==> src/rtl/code_lock_pkg.sv <==
// Shared types for the code lock controller.
package code_lock_pkg;
    // Top-level controller state: normal checking or latched lockout.
    typedef enum logic {
        ST_CHECK = 1'b0,
        ST_LOCKED = 1'b1
    } lock_state_e;
endpackage

==> src/rtl/lock_window_ctr.sv <==
// Window position counter.
// Steps through positions 0..SEQ_LEN-1 once per cycle and wraps, so windows
// follow one another with no gaps. Assumes SEQ_LEN >= 2. Reset puts the
// counter back at position 0.
module lock_window_ctr #(
    parameter int SEQ_LEN = 5,
    localparam int POS_W = $clog2(SEQ_LEN)
) (
    input  logic             clk,
    input  logic             rst_n,
    output logic [POS_W-1:0] pos,
    output logic             is_first,
    output logic             is_last
);
    localparam logic [POS_W-1:0] LAST_POS = POS_W'(SEQ_LEN - 1);

    logic [POS_W-1:0] pos_q;

    // Advance the position every cycle and wrap after the last digit.
    always_ff @(posedge clk) begin
        if (!rst_n) begin
            pos_q <= '0;
        end else if (pos_q == LAST_POS) begin
            pos_q <= '0;
        end else begin
            pos_q <= pos_q + POS_W'(1);
        end
    end

    assign pos      = pos_q;
    assign is_first = (pos_q == '0);
    assign is_last  = (pos_q == LAST_POS);

    assert_pos_range_R1: assert property (@(posedge clk) disable iff (!rst_n)
        pos_q <= LAST_POS);
    assert_wrap_R1: assert property (@(posedge clk) disable iff (!rst_n)
        (pos_q == LAST_POS) |=> (pos_q == '0));
endmodule

==> src/rtl/lock_match_tracker.sv <==
// Per-window match tracker.
// Compares each digit with the stored code at the current position and checks
// that the start marker appears only on the first digit. Any miss sets a
// sticky flag that lasts until the end of the window. On the last position it
// raises a pass or fail strobe. When en is low the strobes stay quiet.
// CODE holds digit 0 in its most significant DIGIT_W bits.
module lock_match_tracker #(
    parameter int DIGIT_W = 8,
    parameter int SEQ_LEN = 5,
    parameter logic [SEQ_LEN*DIGIT_W-1:0] CODE = '0,
    localparam int POS_W = $clog2(SEQ_LEN)
) (
    input  logic               clk,
    input  logic               rst_n,
    input  logic               en,
    input  logic [DIGIT_W-1:0] digit,
    input  logic               mark,
    input  logic [POS_W-1:0]   pos,
    input  logic               is_first,
    input  logic               is_last,
    output logic               pass_stb,
    output logic               fail_stb
);
    logic [DIGIT_W-1:0] code_a [SEQ_LEN];
    logic               miss_q;
    logic               digit_ok;
    logic               mark_ok;
    logic               step_ok;

    // Unpack the flat code parameter into one entry per position.
    for (genvar g = 0; g < SEQ_LEN; g++) begin : g_code
        assign code_a[g] = CODE[(SEQ_LEN-1-g)*DIGIT_W +: DIGIT_W];
    end

    assign digit_ok = (digit == code_a[pos]);
    assign mark_ok  = (mark == is_first);
    assign step_ok  = digit_ok && mark_ok;

    // Sticky miss flag: set by any bad step, cleared when the window ends.
    always_ff @(posedge clk) begin
        if (!rst_n) begin
            miss_q <= 1'b0;
        end else if (is_last) begin
            miss_q <= 1'b0;
        end else if (!step_ok) begin
            miss_q <= 1'b1;
        end
    end

    assign pass_stb = en && is_last && !miss_q && step_ok;
    assign fail_stb = en && is_last && (miss_q || !step_ok);

    assert_sticky_miss_R3: assert property (@(posedge clk) disable iff (!rst_n)
        (miss_q && !is_last) |=> miss_q);
    assert_strobe_excl_R5: assert property (@(posedge clk) disable iff (!rst_n)
        !(pass_stb && fail_stb));
endmodule

==> src/rtl/lock_fail_ctr.sv <==
// Failure counter.
// Counts fail strobes and clears on a pass strobe. limit_hit flags the fail
// that brings the count to MAX_FAILS. The count saturates at MAX_FAILS.
// Assumes MAX_FAILS >= 1.
module lock_fail_ctr #(
    parameter int MAX_FAILS = 3,
    localparam int CNT_W = $clog2(MAX_FAILS + 1)
) (
    input  logic clk,
    input  logic rst_n,
    input  logic pass_stb,
    input  logic fail_stb,
    output logic limit_hit
);
    localparam logic [CNT_W-1:0] LIMIT = CNT_W'(MAX_FAILS);

    logic [CNT_W-1:0] cnt_q;

    // Track consecutive fails; a pass clears the count.
    always_ff @(posedge clk) begin
        if (!rst_n) begin
            cnt_q <= '0;
        end else if (pass_stb) begin
            cnt_q <= '0;
        end else if (fail_stb && (cnt_q != LIMIT)) begin
            cnt_q <= cnt_q + CNT_W'(1);
        end
    end

    assign limit_hit = fail_stb && (cnt_q == LIMIT - CNT_W'(1));

    assert_cnt_bound_R6: assert property (@(posedge clk) disable iff (!rst_n)
        cnt_q <= LIMIT);
    assert_pass_clears_R6: assert property (@(posedge clk) disable iff (!rst_n)
        pass_stb |=> (cnt_q == '0));
endmodule

==> src/rtl/code_lock_ctrl.sv <==
// Code lock controller top.
// Puts together the window counter, the match tracker and the failure
// counter, and holds the check/lockout state and the registered verdict
// outputs. Verdicts last one cycle. Lockout holds warning high until a
// synchronous active-low reset. Inputs are sampled on every rising edge.
module code_lock_ctrl
    import code_lock_pkg::*;
#(
    parameter int DIGIT_W   = 8,
    parameter int SEQ_LEN   = 5,
    parameter int MAX_FAILS = 3,
    parameter logic [SEQ_LEN*DIGIT_W-1:0] CODE =
        {8'd36, 8'd19, 8'd56, 8'd101, 8'd73},
    localparam int POS_W = $clog2(SEQ_LEN)
) (
    input  logic               clk,
    input  logic               rst_n,
    input  logic [DIGIT_W-1:0] code_digit,
    input  logic               start_mark,
    output logic               unlock,
    output logic               warning
);
    lock_state_e      state_q;
    logic [POS_W-1:0] pos;
    logic             is_first;
    logic             is_last;
    logic             pass_stb;
    logic             fail_stb;
    logic             limit_hit;
    logic             unlock_q;
    logic             warning_q;

    lock_window_ctr #(.SEQ_LEN(SEQ_LEN)) u_window (
        .clk      (clk),
        .rst_n    (rst_n),
        .pos      (pos),
        .is_first (is_first),
        .is_last  (is_last)
    );

    lock_match_tracker #(
        .DIGIT_W (DIGIT_W),
        .SEQ_LEN (SEQ_LEN),
        .CODE    (CODE)
    ) u_match (
        .clk      (clk),
        .rst_n    (rst_n),
        .en       (state_q == ST_CHECK),
        .digit    (code_digit),
        .mark     (start_mark),
        .pos      (pos),
        .is_first (is_first),
        .is_last  (is_last),
        .pass_stb (pass_stb),
        .fail_stb (fail_stb)
    );

    lock_fail_ctr #(.MAX_FAILS(MAX_FAILS)) u_fails (
        .clk       (clk),
        .rst_n     (rst_n),
        .pass_stb  (pass_stb),
        .fail_stb  (fail_stb),
        .limit_hit (limit_hit)
    );

    // State and verdict registers: pulse verdicts while checking, hold in lockout.
    always_ff @(posedge clk) begin
        if (!rst_n) begin
            state_q   <= ST_CHECK;
            unlock_q  <= 1'b0;
            warning_q <= 1'b0;
        end else begin
            case (state_q)
                ST_CHECK: begin
                    unlock_q  <= pass_stb;
                    warning_q <= fail_stb;
                    if (limit_hit) begin
                        state_q <= ST_LOCKED;
                    end
                end
                default: begin
                    unlock_q  <= 1'b0;
                    warning_q <= 1'b1;
                end
            endcase
        end
    end

    assign unlock  = unlock_q;
    assign warning = warning_q;

    assert_out_excl_R5: assert property (@(posedge clk) disable iff (!rst_n)
        !(unlock_q && warning_q));
    assert_lock_sticky_R7: assert property (@(posedge clk) disable iff (!rst_n)
        (state_q == ST_LOCKED) |=> (state_q == ST_LOCKED));
    assert_lock_outputs_R8: assert property (@(posedge clk) disable iff (!rst_n)
        (state_q == ST_LOCKED) |-> (warning_q && !unlock_q));
    assert_lock_entry_R7: assert property (@(posedge clk) disable iff (!rst_n)
        (limit_hit && state_q == ST_CHECK) |=> (state_q == ST_LOCKED && warning_q));
endmodule

==> config.mk <==
export PLATFORM = sky130hd
export DESIGN_NAME = code_lock_ctrl
export DESIGN_NICKNAME = d
export VERILOG_FILES = /design/src/rtl/code_lock_pkg.sv /design/src/rtl/lock_window_ctr.sv /design/src/rtl/lock_match_tracker.sv /design/src/rtl/lock_fail_ctr.sv /design/src/rtl/code_lock_ctrl.sv
export SDC_FILE = /design/constraint.sdc
export NUM_CORES = 1
export LEC_CHECK = 0
export BUFFER_PORTS_ARGS = -buffer_cell sky130_fd_sc_hd__buf_4
export CAP_MARGIN = 20
export CORE_AREA = 2 2 39 41
export CTS_CLUSTER_DIAMETER = 200
export DETAILED_ROUTE_END_ITERATION = 7
export DIE_AREA = 0 0 41 43
export GPL_TIMING_DRIVEN = 0
export PLACE_DENSITY = 0.73
export RECOVER_POWER = 100
export SLEW_MARGIN = 20
export SYNTH_ARGS = -nofsm -noshare
export SYNTH_HDL_FRONTEND = slang
export SYNTH_SLANG_ARGS = --single-unit
==> constraint.sdc <==
create_clock -name clk -period 2.2 [get_ports clk]
set_input_delay 0.22 -clock clk [delete_from_list [all_inputs] [get_ports clk]]
set_output_delay 0.22 -clock clk [all_outputs]
set_load 0.02 [all_outputs]
==> results of run 1 <==
-- Yosys cell counts, types with 2 or more instances --
cell type,number
nand2_1,9
a31oi_1,2
a22o_2,2
nor2_1,8
xor2_1,2
o21ai_0,2
nand4_1,2
ha_1,8
xnor2_1,2
and3_1,3
a21boi_2,2
dfxtp_1,9
or3_1,3
o21a_1,2
inv_1,5
-- worst max-delay path: cells and delay by family, from the launching register on --
kind,cells,cell delay [ns]
XOR/XNOR,1,0.16
adder cells (fa/ha/maj),1,0.25
buffers and inverters,1,0.10
AO/OA/AOI/OAI,1,0.23
AND/OR/NAND/NOR,3,0.77
flip-flops,1,0.44
-- flip-flops by register name, indices dropped and copies added, names as in the netlist --
register and flops:
u_match.miss_q 1, u_window.pos 3, state_q 1, unlock 1, u_fails.cnt_q 2, warning 1
-- logic make-up (layout without fill, tap and decap cells) --
group | count (synthesis) | count (layout) | share of synthesized area
adders and majority gates | 8 | 8 | 0.153
xor gates and xnor gates | 4 | 4 | 0.0534
DFF | 9 | 9 | 0.275
buffers and inverters | 6 | 22 | 0.0458
AOI/OAI and AO/OA | 16 | 16 | 0.193
and+or+nand+nor | 33 | 33 | 0.281
-- through the flow --
step / utilization / std cells / setup WS [ns] / total power, mW / hold slack [ns]
6_report: 0.566 / 108 / 0.208 / 0.424 / 0.230
2_1_floorplan: - / 76 / 0.389 / 0.268 / 0.333
5_1_grt: 0.566 / 108 / 0.0562 / 0.456 / 0.249
3_5_place_dp: 0.553 / 104 / 0.198 / 0.304 / 0.479
3_3_place_gp: 0.553 / 104 / 0.220 / 0.299 / 0.474
4_1_cts: 0.572 / 108 / 0.188 / 0.431 / 0.221
-- routing by layer --
metal  vias up  GRT usage  wire, microns
met2        10      0.259            530
met5         -          0              0
met3         2     0.0785             69
met1       241      0.174            506
met4         0     0.0600             10
li1        298          -              -
-- power groups by stage --
stage | clock, mW | sequential [mW] | combinational [mW]
detailed placement | 0 | 0.185 | 0.119
floorplan | 0 | 0.183 | 0.0848
global route | 0.140 | 0.182 | 0.134
finish | 0.125 | 0.181 | 0.118
CTS | 0.131 | 0.181 | 0.120
global placement | 0 | 0.185 | 0.114
-- area by class of cell --
type / instances / area share
multi-input cells: 61 / 0.567
plain buffers: 1 / 0.0144
flip-flops and latches: 9 / 0.230
inverters: 5 / 0.0240
well taps: 16 / 0.0256
clock buffers: 4 / 0.0335
repair buffers: 12 / 0.105
-- timing repair --
action,in CTS,in global routing
buffers inserted,0,0
gates resized for setup,0,1
setup endpoints to repair,0,3
hold endpoints to repair,0,0
hold buffers,0,0
-- final timing paths --
kind	startpoint	to	slack, ns	cells after the start
worst min-delay path	rst_n	state_q$_SDFF_PN0_	0.23	3
worst min register to register	state_q$_SDFF_PN0_	state_q$_SDFF_PN0_	0.49	2
worst max-delay path	u_window.pos[0]$_SDFF_PP0_	unlock$_SDFF_PP0_	0.21	7
worst max register to register	u_window.pos[0]$_SDFF_PP0_	unlock$_SDFF_PP0_	0.21	7
==> key figures, run 1 <==
GRT
  – Largest net degree at the start of global routing: 11
  – Vias in the first global route: 508
  – First-pass GRT wire length: 1.92 mm
  – Antenna violations before repair: 0
  – GRT Total Usage: 0.162
  – GRT overflow: 0

Critical path
  – Crit path launch type: register
  – Crit end category: register
  – Slowest stage cell, crit path: dfxtp_1
  – Largest stage delay, worst path: 0.44 ns
  – Critical path required time: 2.40 ns
  – Crit Path Class: reg -> reg
  – Crit path arrival time: 2.19 ns
  – CP max FO: 7
  – CP Cell Sequence: inv_1 > ha_1 > xor2_1 > or4_1 > a22oi_2 > and2_4 > and3_1

STA
  – Endpoints failing setup: 0
  – Final min period: 1.99 ns
  – Final hold vios: 0
  – Setup_tns: 0 ns
  – Final Max Tran Viols: 0
  – Max Clock Skew: 0.00195 ns
  – Fmax: 502 MHz
  – Final period util: 0.905
  – Worst Tran Pin Value: 0.271 ns
  – Max-slew headroom: 0.819
  – Unrepaired setup endpoints after global routing: no

Power and ir drop
  – Combinational share of power: 0.279
  – Worst vdd ir: 0.000460 V
  – Sequential Power Share: 0.427
  – Clk pwr share: 0.294
  – PD cells: 541 nW/um^2
  – Lkg Pwr: 0.346 nW
  – Psw: 0.123 mW
  – Net Sw Frac: 0.289
  – Pint: 0.301 mW

Detailed routing
  – Post-route antenna net violation count: 0
  – Via count: 551
  – First-pass iteration count of the detailed router: 4
  – Avg Vias per Cell: 5.10
  – Wirelength per Cell: 10.3 microns
  – Final wirelength: 1.12 mm
  – Number of remaining DRC errors: 0
  – DR iter-0 viols: 9

Yosys
  – Main synth FF type: dfxtp_1
  – Ranking of synthesized cells by area: dfxtp_1 27%, ha_1 15%, nand2_1 5.2%
  – Synthesized Nets: 95
  – Cell area after synthesis: 656 sq um
  – Synth warn: 0
  – Post-synth EDFFs: 0
  – Mapped Avg Cell Area: 8.63 sq um
  – Post-synthesis sequential area ratio: 0.275
  – Post-synth top area share: 0.275
  – Mapped Cells: 76
  – Async set or reset register ratio after synthesis: 0
  – Yosys reg bits: 9
  – Distinct cells, synth: 30
  – Cell taking the most area after synthesis: dfxtp_1

CTS
  – Num CTS Buffers: 3
  – Root Driver: clkbuf_4
  – Max Root-Sink Buffers: 2
  – Clk slew on worst S/H paths: 0.06 ns
  – TritonCTS clock tree: yes
  – H-tree levels: 1
  – Clock sink total: 9
  – Worst-skew pair later-pin latency: 0.25 ns

Place
  – DP Area: 766 sq um
  – Placer congestion estimate: 0.753
  – DP HPWL: 915 microns
  – Port bufs: 12

Die
  – Die Ht: 43 microns
  – Top Ports: 13
  – Initial Util: 0.474
  – Die width: 41 microns
  – Die area: 1760 sq um
  – Core area: 1380 sq um
  – Rows: 14

Layout
  – Area taken by flip-flops and latches: 180 sq um
  – Fillers: 133
  – Leading cell type in the layout, fill and taps excluded: buf_4
  – Layout area overhead: 19.5%
  – Post-route design area: 783 sq um
  – Fraction of layout cells with a size suffix above 1: 0.250
  – Most frequent cells in the layout: 10 x buf_4, 9 x nand2_1, 9 x dfxtp_1, 8 x nor2_1, 8 x ha_1
  – Final net count: 112
  – Area of the multi-input gates: 444 sq um
  – Ant. Diodes: 0

Min path
  – Worst Hold Class: in -> reg

Outcome
  – Status: complete, no violations

Job
  – Max cap viols: 0
(Power assumes the default switching activity.)
==> run 2, diff against run 1 <==
- RECOVER_POWER: 100 -> default
- clock period: 2.2 -> 2.45 ns (I/O delays scaled with it)
==> key figures, run 2 (synthesis results as in run 1) <==
STA
  – Final hold vios: 0
  – Setup_tns: 0 ns
  – Final min period: 2.01 ns
  – Max Clock Skew: 0.00289 ns
  – Fmax: 496 MHz
  – Final period util: 0.822
  – Final Max Tran Viols: 0
  – Worst Tran Pin Value: 0.417 ns
  – Endpoints failing setup: 0
  – Unrepaired setup endpoints after global routing: no
  – Max-slew headroom: 0.721

GRT
  – Vias in the first global route: 508
  – First-pass GRT wire length: 1.92 mm
  – Largest net degree at the start of global routing: 11
  – GRT overflow: 0
  – GRT Total Usage: 0.162
  – Antenna violations before repair: 0

Critical path
  – Crit path launch type: register
  – Slowest stage cell, crit path: dfxtp_1
  – Crit path arrival time: 2.21 ns
  – Critical path required time: 2.65 ns
  – Largest stage delay, worst path: 0.44 ns
  – Crit Path Class: reg -> reg
  – Crit end category: register
  – CP Cell Sequence: inv_1 > ha_1 > nor4b_2 > nand2_1 > a31oi_1 > and2_4 > and3_1
  – CP max FO: 7

CTS
  – H-tree levels: 1
  – Num CTS Buffers: 3
  – Worst-skew pair later-pin latency: 0.26 ns
  – Post-CTS Setup Inserts: 0
  – Root Driver: clkbuf_4
  – Clock sink total: 9
  – Post-CTS sizing: 0
  – Hold_buf cts: 0
  – TritonCTS clock tree: yes
  – Max Root-Sink Buffers: 2
  – Clk slew on worst S/H paths: 0.06 ns

Detailed routing
  – Number of remaining DRC errors: 0
  – Wirelength per Cell: 10.3 microns
  – DR iter-0 viols: 10
  – Post-route antenna net violation count: 0
  – Via count: 554
  – First-pass iteration count of the detailed router: 3
  – Final wirelength: 1.11 mm
  – Avg Vias per Cell: 5.13

Layout
  – Ant. Diodes: 0
  – Fraction of layout cells with a size suffix above 1: 0.283
  – Final net count: 112
  – Most frequent cells in the layout: 12 x buf_4, 9 x nand2_1, 9 x dfxtp_1, 8 x nor2_1, 8 x ha_1
  – Leading cell type in the layout, fill and taps excluded: buf_4
  – Layout area overhead: 20.8%
  – Number of flip-flops in the largest register: 3
  – Finished Layout Cells: 108

Power and ir drop
  – PD cells: 480 nW/um^2
  – Lkg Pwr: 0.356 nW
  – Worst vdd ir: 0.000414 V

Die
  – Die width: 41 microns
  – Rows: 14
  – Die Ht: 43 microns
  – Top Ports: 13
  – Die area: 1760 sq um
  – Initial Util: 0.474
  – Core area: 1380 sq um

Place
  – Placer congestion estimate: 0.753
  – Port bufs: 12
  – Inst Count DP: 104
  – DP HPWL: 915 microns

Min path
  – Worst Hold Class: in -> reg

Outcome
  – Status: complete, no violations

Job
  – Max cap viols: 0
-- run 2: cell type report --
type / count / area [sq um]
clock buffer: 4 / 26.3
timing repair buffer: 12 / 90.1
fill: 126 / 592
multi-input combinational: 61 / 445
inverter: 5 / 18.8
sequential: 9 / 180
buffer: 1 / 11.3
tap: 16 / 20.0
-- run 2: stage by stage --
step / cell area [sq um] / util / power (mW) / worst slack, ns / hold WS [ns]
2_1_floorplan: 656 / - / 0.241 / 0.639 / 0.358
3_3_place_gp: 766 / 0.553 / 0.269 / 0.470 / 0.474
3_5_place_dp: 766 / 0.553 / 0.273 / 0.448 / 0.479
4_1_cts: 792 / 0.572 / 0.387 / 0.438 / 0.246
5_1_grt: 792 / 0.572 / 0.410 / 0.219 / 0.273
6_report: 792 / 0.572 / 0.381 / 0.435 / 0.254
-- run 2: critical path: cells and delay by family (launching register included) --
family          cells  cell delay (ns)
flops               1             0.44
compound gates      1             0.33
buf+inv             1             0.10
fa+ha+maj           1             0.38
simple gates        4             0.71
-- run 2: path summary, 6_finish.rpt --
| check | startpoint | slack [ns] | cells past startpoint | end |
|---|---|---|---|---|
| worst max-delay path | u_window.pos[0]$_SDFF_PP0_ | 0.44 | 7 | unlock$_SDFF_PP0_ |
| worst min-delay path | rst_n | 0.25 | 3 | state_q$_SDFF_PN0_ |
| worst max register to register | u_window.pos[0]$_SDFF_PP0_ | 0.44 | 7 | unlock$_SDFF_PP0_ |
| worst min register to register | state_q$_SDFF_PN0_ | 0.49 | 2 | state_q$_SDFF_PN0_ |
-- run 2: power by group --
| part | internal, mW | switching (mW) |
|---|---|---|
| clock | 0.0626 | 0.0491 |
| sequential | 0.155 | 0.00786 |
| combinational | 0.0540 | 0.0523 |
| total | 0.271 | 0.109 |
-- run 2: routing by layer --
layer / wire length (microns) / vias to the layer above / global-route usage
met3: 64 / 2 / 0.0785
met4: 10 / 0 / 0.0600
met2: 529 / 10 / 0.259
met5: 0 / - / 0
met1: 505 / 244 / 0.174
li1: - / 298 / -
